[config.mk]
export PLATFORM = sky130hd
export DESIGN_NAME = fp2int_cvt
export DESIGN_NICKNAME = d
export VERILOG_FILES = /design/src/rtl/fp2int_pkg.sv /design/src/rtl/fp2int_unpack.sv /design/src/rtl/fp2int_core.sv /design/src/rtl/fp2int_cvt.sv
export SDC_FILE = /design/constraint.sdc
export NUM_CORES = 1
export LEC_CHECK = 0
export CAP_MARGIN = 0
export CELL_PAD_IN_SITES_DETAIL_PLACEMENT = 0
export CELL_PAD_IN_SITES_GLOBAL_PLACEMENT = 1
export CORE_ASPECT_RATIO = 0.5
export CORE_MARGIN = 3
export CORE_UTILIZATION = 35
export CTS_CLUSTER_DIAMETER = 40
export DETAILED_ROUTE_END_ITERATION = 7
export PLACE_DENSITY_LB_ADDON = 0.1
export SLEW_MARGIN = 15
export SYNTH_ARGS = -nofsm -noshare
export SYNTH_HDL_FRONTEND = slang
export SYNTH_SLANG_ARGS = --single-unit
[constraint.sdc]
create_clock -name clk -period 2.3 [get_ports clk]
set_clock_uncertainty 0.05 [all_clocks]
set_input_delay 0.345 -clock clk [delete_from_list [all_inputs] [get_ports clk]]
set_output_delay 0.345 -clock clk [all_outputs]
set_load 0.005 [all_outputs]
[src/rtl/fp2int_pkg.sv]
package fp2int_pkg;
  localparam int RES_W   = 32;
  localparam int D_EXP_W = 11;
  localparam int D_MAN_W = 52;
  localparam int S_EXP_W = 8;
  localparam int S_MAN_W = 23;
  localparam int D_BIAS  = (1 << (D_EXP_W - 1)) - 1;
  localparam int S_BIAS  = (1 << (S_EXP_W - 1)) - 1;
  localparam int EXP_W   = D_EXP_W + 2;
  localparam int EXT_W   = D_MAN_W + 1 + RES_W + 1;
  localparam int MAG_W   = EXT_W - D_MAN_W;
  localparam int SH_W    = $clog2(RES_W + 1);
  localparam int OP_W    = 1 + D_EXP_W + D_MAN_W;

  typedef enum logic [1:0] {
    RND_NEAREST = 2'b00,
    RND_ALT_RZ  = 2'b01,
    RND_FLOOR   = 2'b10,
    RND_TRUNC   = 2'b11
  } rnd_mode_e;

  typedef struct packed {
    logic                    sign;
    logic                    nan;
    logic                    inf;
    logic                    tiny;
    logic                    frac_nz;
    logic signed [EXP_W-1:0] exp;
    logic [D_MAN_W:0]        mant;
  } fp_fields_t;
endpackage

[src/rtl/fp2int_unpack.sv]
module fp2int_unpack
  import fp2int_pkg::*;
(
  input  logic [OP_W-1:0] op_bits,
  input  logic            is_double,
  output fp_fields_t      fld
);
  logic [D_EXP_W-1:0] d_exp;
  logic [D_MAN_W-1:0] d_frac;
  logic [S_EXP_W-1:0] s_exp;
  logic [S_MAN_W-1:0] s_frac;

  assign d_exp  = op_bits[OP_W-2 -: D_EXP_W];
  assign d_frac = op_bits[D_MAN_W-1:0];
  assign s_exp  = op_bits[RES_W-2 -: S_EXP_W];
  assign s_frac = op_bits[S_MAN_W-1:0];

  always_comb begin
    fld = '0;
    if (is_double) begin
      fld.sign    = op_bits[OP_W-1];
      fld.tiny    = (d_exp == '0);
      fld.frac_nz = (d_frac != '0);
      fld.nan     = (d_exp == '1) && (d_frac != '0);
      fld.inf     = (d_exp == '1) && (d_frac == '0);
      fld.exp     = $signed({2'b00, d_exp}) - $signed(EXP_W'(D_BIAS));
      fld.mant    = {1'b1, d_frac};
    end else begin
      fld.sign    = op_bits[RES_W-1];
      fld.tiny    = (s_exp == '0);
      fld.frac_nz = (s_frac != '0);
      fld.nan     = (s_exp == '1) && (s_frac != '0);
      fld.inf     = (s_exp == '1) && (s_frac == '0);
      fld.exp     = $signed({{(EXP_W-S_EXP_W){1'b0}}, s_exp}) - $signed(EXP_W'(S_BIAS));
      fld.mant    = {1'b1, s_frac, {(D_MAN_W-S_MAN_W){1'b0}}};
    end
  end
endmodule

[src/rtl/fp2int_core.sv]
module fp2int_core
  import fp2int_pkg::*;
(
  input  fp_fields_t       fld,
  input  rnd_mode_e        mode,
  input  logic             is_signed,
  output logic [RES_W-1:0] res,
  output logic             inv,
  output logic             inx
);
  localparam logic signed [EXP_W-1:0] EXP_TOP   = EXP_W'(RES_W);
  localparam logic signed [EXP_W-1:0] EXP_HALF  = -1;
  localparam logic [MAG_W-1:0]        LIM_SNEG  = MAG_W'(1) << (RES_W - 1);
  localparam logic [MAG_W-1:0]        LIM_SPOS  = LIM_SNEG - MAG_W'(1);
  localparam logic [MAG_W-1:0]        LIM_UPOS  = (MAG_W'(1) << RES_W) - MAG_W'(1);
  localparam logic [RES_W-1:0]        SAT_SMIN  = {1'b1, {(RES_W-1){1'b0}}};
  localparam logic [RES_W-1:0]        SAT_SMAX  = ~SAT_SMIN;

  logic [EXT_W-1:0] ext;
  logic [MAG_W-1:0] int_mag, rnd_mag, lim;
  logic             half, sticky, huge, inc, oor;
  logic [RES_W-1:0] sat;

  // Alignment: integer magnitude plus round and sticky bits
  always_comb begin
    ext     = '0;
    int_mag = '0;
    half    = 1'b0;
    sticky  = 1'b0;
    huge    = 1'b0;
    if (fld.tiny) begin
      sticky = fld.frac_nz;
    end else if (fld.exp > EXP_TOP) begin
      huge = 1'b1;
    end else if (fld.exp >= 0) begin
      ext     = {{(RES_W+1){1'b0}}, fld.mant} << fld.exp[SH_W-1:0];
      int_mag = ext[EXT_W-1:D_MAN_W];
      half    = ext[D_MAN_W-1];
      sticky  = |ext[D_MAN_W-2:0];
    end else if (fld.exp == EXP_HALF) begin
      half   = 1'b1;
      sticky = |fld.mant[D_MAN_W-1:0];
    end else begin
      sticky = 1'b1;
    end
  end

  // Rounding increment on the magnitude
  always_comb begin
    unique case (mode)
      RND_NEAREST: inc = half & (sticky | int_mag[0]);
      RND_FLOOR:   inc = fld.sign & (half | sticky);
      default:     inc = 1'b0;
    endcase
  end

  assign rnd_mag = int_mag + MAG_W'(inc);

  // Range check after rounding, then saturation or negation
  always_comb begin
    if (is_signed) lim = fld.sign ? LIM_SNEG : LIM_SPOS;
    else           lim = fld.sign ? '0       : LIM_UPOS;
    oor = (rnd_mag > lim);
    inv = fld.nan | fld.inf | huge | oor;
    if (fld.nan)        sat = '0;
    else if (is_signed) sat = fld.sign ? SAT_SMIN : SAT_SMAX;
    else                sat = fld.sign ? '0 : '1;
    if (inv)           res = sat;
    else if (fld.sign) res = -rnd_mag[RES_W-1:0];
    else               res = rnd_mag[RES_W-1:0];
    inx = ~inv & (half | sticky);
  end
endmodule

[src/rtl/fp2int_cvt.sv]
module fp2int_cvt
  import fp2int_pkg::*;
(
  input  logic             clk,
  input  logic             rst_n,
  input  logic             in_valid,
  output logic             in_ready,
  input  logic [OP_W-1:0]  in_operand,
  input  logic             in_double,
  input  logic             in_signed,
  input  logic             in_force_rz,
  input  logic [1:0]       in_rmode,
  output logic             out_valid,
  input  logic             out_ready,
  output logic [RES_W-1:0] out_result,
  output logic             out_invalid,
  output logic             out_inexact
);
  fp_fields_t       fld;
  rnd_mode_e        eff_mode;
  logic [RES_W-1:0] core_res;
  logic             core_inv, core_inx;
  logic             accept, vld_d, vld_q;
  logic [RES_W-1:0] res_q;
  logic             inv_q, inx_q;

  assign eff_mode = in_force_rz ? RND_TRUNC : rnd_mode_e'(in_rmode);

  fp2int_unpack u_unpack (
    .op_bits   (in_operand),
    .is_double (in_double),
    .fld       (fld)
  );

  fp2int_core u_core (
    .fld       (fld),
    .mode      (eff_mode),
    .is_signed (in_signed),
    .res       (core_res),
    .inv       (core_inv),
    .inx       (core_inx)
  );

  // Next state
  always_comb begin
    in_ready = ~vld_q | out_ready;
    accept   = in_valid & in_ready;
    vld_d    = accept | (vld_q & ~out_ready);
  end

  // Registers
  always_ff @(posedge clk or negedge rst_n) begin
    if (!rst_n) begin
      vld_q <= 1'b0;
      res_q <= '0;
      inv_q <= 1'b0;
      inx_q <= 1'b0;
    end else begin
      vld_q <= vld_d;
      if (accept) begin
        res_q <= core_res;
        inv_q <= core_inv;
        inx_q <= core_inx;
      end
    end
  end

  assign out_valid   = vld_q;
  assign out_result  = res_q;
  assign out_invalid = inv_q;
  assign out_inexact = inx_q;

  a_r4_nan_zero: assert property (@(posedge clk) disable iff (!rst_n)
    (in_valid && fld.nan) |-> (core_inv && core_res == '0 && !core_inx));

  a_r6_sat_set: assert property (@(posedge clk) disable iff (!rst_n)
    (in_valid && core_inv) |->
      (core_res == '0 || core_res == '1 ||
       core_res == {1'b1, {(RES_W-1){1'b0}}} || core_res == {1'b0, {(RES_W-1){1'b1}}}));

  a_r9_inexact_excl: assert property (@(posedge clk) disable iff (!rst_n)
    out_valid |-> !(out_invalid && out_inexact));

  a_r2_signed_neg: assert property (@(posedge clk) disable iff (!rst_n)
    (in_valid && in_signed && !core_inv && fld.sign && core_res != '0) |-> core_res[RES_W-1]);

  a_r10_hold: assert property (@(posedge clk) disable iff (!rst_n)
    (out_valid && !out_ready) |=>
      (out_valid && $stable(out_result) && $stable(out_invalid) && $stable(out_inexact)));
endmodule

==> key figures <==
Critical path
  • Crit path capture type: register
  • CP dominant cell by count: buf_4
  • R2R setup slack: 270 ps
  • CP max-delay cell: or4_4
  • CP peak stage delay: 600 ps
  • Required @ worst endpoint: 2410 ps
  • Setup Crit Path Kind: input pin to register
  • Register-to-Register Path Depth: 7
  • Crit path max fanout: 6
  • CP startpoint kind: input pin
  • CP Buf/Inv Count: 19
  • R2R Path Start: out_valid
  • WP data arrival: 8240 ps
  • CP delay by family, top: compound AO/OA/AOI/OAI gates
  • Worst reg2reg endpoint: out_result[28]

CTS
  • Clk sinks: 35
  • H-tree lvl count: 2
  • Clock buffer count from CTS: 5
  • TritonCTS clock tree: done
  • Clock Tree Buf Depth: 2
  • Clk slew on worst S/H paths: 60 ps
  • Worst-skew pair later-pin latency: 280 ps
  • Root buf cell: clkbuf_16
  • CTS Hold Bufs: 0

Pwr
  • Power Total: 7.702 mW
  • Peak supply drop: 0.4988 mV
  • Leakage power: 7.803 nW
  • Pwr/cell area: 440.6 nW/um^2

Outcome
  • Failing checks: negative setup slack
  • Status: complete, but fails checks

Routing
  • Via count: 14200
  • Final WL: 54780 um
  • Wire per inst: 23.08 um
  • Via density: 5.984
  • Pre-antenna DRT Iters: 6
  • DRC viols: 0
  • DRT iter0 DRCs: 1281
  • Post-route ant nets: 0

STA
  • Setup TNS: -195830 ps
  • Max-slew headroom: 26.96%
  • Hold Fails Final Rpt: 0
  • Final setup violation count: 34
  • RSZ-0062 raised after global routing: yes
  • Maximum clock rate: 122.9 MHz
  • Slew Limit Fails: 0
  • Slew of the pin with the lowest slew margin: 1088 ps
  • Slack of the critical path: -5835 ps
  • Period utilization: 353.7%
  • Post-layout minimum cycle time: 8135 ps

Logic synthesis
  • Synth warn: 0
  • Number of synthesized flops with an enable pin: 0
  • Mapped cell area: 9797 um^2
  • Post-Syn Instances: 1280
  • Post-Syn Area per Cell: 7.654 um^2
  • Post-synth cell types: 94
  • Yosys top cell area share: 11.24%
  • Top cell type by total area after synthesis: mux2i_1
  • Syn Nets: 1390
  • Ys async rst share: 100.0%
  • Largest cells by area after synthesis: mux2i_1, dfrtp_1, mux2_2
  • Sequential share of the synthesized area: 8.940%
  • Seq cells post-synth: 35
  • Ys flop type: dfrtp_1

Layout
  • Final cell count without fillers: 2373
  • # diodes: 0
  • Nets@finish: 2108
  • Register Area: 875.8 um^2
  • FILL cells: 2353
  • Multi-input logic area: 9184 um^2
  • Layout cells sized above 1: 46.82%
  • Area growth syn-to-layout: 78.43%

Hold path
  • Hold Crit Class: input pin to asynchronous set/reset pin

Die
  • Die area: 30160 um^2
  • Initial Util: 36.34%
  • Die Wd: 242.6 um
  • IO Count: 109
  • Core area: 26960 um^2
  • Die height: 124.3 um
  • Row cnt: 42

Placement
  • Placement Setup Slack: -7046 ps
  • Post-DP HPWL: 44390 um
  • DP Cell Count: 2289
  • Routability congestion estimate: 1.031
  • Port Buf Inserts: 108

GRT
  • Total global routing overflow: 0
  • First-pass GRT wire length: 82610 um
  • Largest net degree at the start of global routing: 38
  • Antenna violations before repair: 0
  • Tot GR Track Use: 34.48%
  • Vias in the first global route: 14040

Run
  • Max Cap Viol: 0
==> sequential cells by signal, summed over array words and instances (netlist names) <==
signal and cells:
out_result 32, out_inexact 1, out_invalid 1, out_valid 1
==> cell usage after synthesis (all sizes together), types with 21 or more instances <==
library cell,instances
o21ai,56
mux2i,114
a211oi,21
a21oi,52
nand3,59
nand2,110
nand4,27
nor2,74
xnor2,43
nor4,39
o22ai,21
clkbuf,36
ha,37
dfrtp,35
inv,26
a221o,35
buf,58
mux2,68
nor3,48
==> routing by layer <==
layer | global-route usage (%) | share of wire (%)
met1 | 46.44 | 43
met4 | 12.73 | 4.0
met3 | 5.227 | 7.8
met2 | 55.96 | 45
met5 | 0 | 0
==> layout by cell type, fill, tap and decap left out, types with 33 or more instances in the layout <==
master | synthesis | layout
clkdlybuf4s50_1 | 0 | 99
mux2i_1 | 110 | 87
a221o_1 | 35 | 35
buf_4 | 8 | 647
nor4_1 | 37 | 33
nor3_1 | 47 | 40
o21ai_0 | 53 | 43
dfrtp_1 | 35 | 35
nand2_1 | 110 | 104
a21oi_1 | 52 | 46
nor2_1 | 73 | 68
xnor2_1 | 42 | 41
nand3_1 | 59 | 58
mux2_2 | 65 | 53
==> stage by stage <==
stage | cell area (um^2) | hold slack, ps | utilization (%)
floorplan | 9977 | -0.5911 | -
global placement | 15800 | 374.0 | 58.60
detailed placement | 15800 | 390.6 | 58.60
CTS | 16960 | 93.50 | 62.93
global route | 17480 | 131.0 | 64.84
finish | 17480 | 72.02 | 64.84
==> worst max path at each step <==
stage | cells past startpoint | startpoint | endpoint | slack, ps
2_1_floorplan | 42 | in_operand[52] | out_result[0] | -5630
3_3_place_gp | 41 | in_operand[53] | out_result[6] | -6850
3_5_place_dp | 41 | in_operand[53] | out_result[28] | -7050
4_1_cts | 47 | in_operand[52] | out_result[19] | -5660
5_1_grt | 43 | in_double | out_result[14] | -6250
6_report | 45 | in_operand[53] | out_result[28] | -5830
==> area by class of cell <==
class	instances	area share [%]
clock inverter	2	0.2004
timing repair buffer	803	38.19
clock buffer	6	0.7945
multi-input combinational	1127	52.54
sequential	35	5.010
inverter	26	0.5869
tap	374	2.677
==> worst register-to-register path: stages (launching register included) <==
cell      delay (ps)
dfrtp_1          340
nand2b_1         100
nand2_1          300
buf_4            450
nor4b_4           80
buf_6            160
buf_12           140
a221o_1          280
==> where the power goes <==
group / switching [mW] / internal (mW)
Combinational: 2.95 / 3.13
Clock: 0.251 / 0.538
Sequential: 0.0785 / 0.746
==> timing repair <==
item,4_1_cts,5_1_grt
endpoints found under the hold margin,0,0
buffers inserted,50,24
gates cloned,7,2
pin swaps,43,44
endpoints found under the setup margin,34,34
resized for setup,122,80
==> cells by family (layout without fill, tap and decap cells) <==
group | count (synthesis) | count (layout) | synth area share [%]
muxes | 189 | 189 | 21.43
AOI/OAI and AO/OA | 364 | 364 | 27.33
xor gates and xnor gates | 63 | 63 | 6.462
buffers and inverters | 120 | 837 | 5.671
DFF | 35 | 35 | 8.940
and+or+nand+nor | 471 | 473 | 25.34
adders and majority gates | 38 | 38 | 4.828
(Power assumes the default switching activity.)
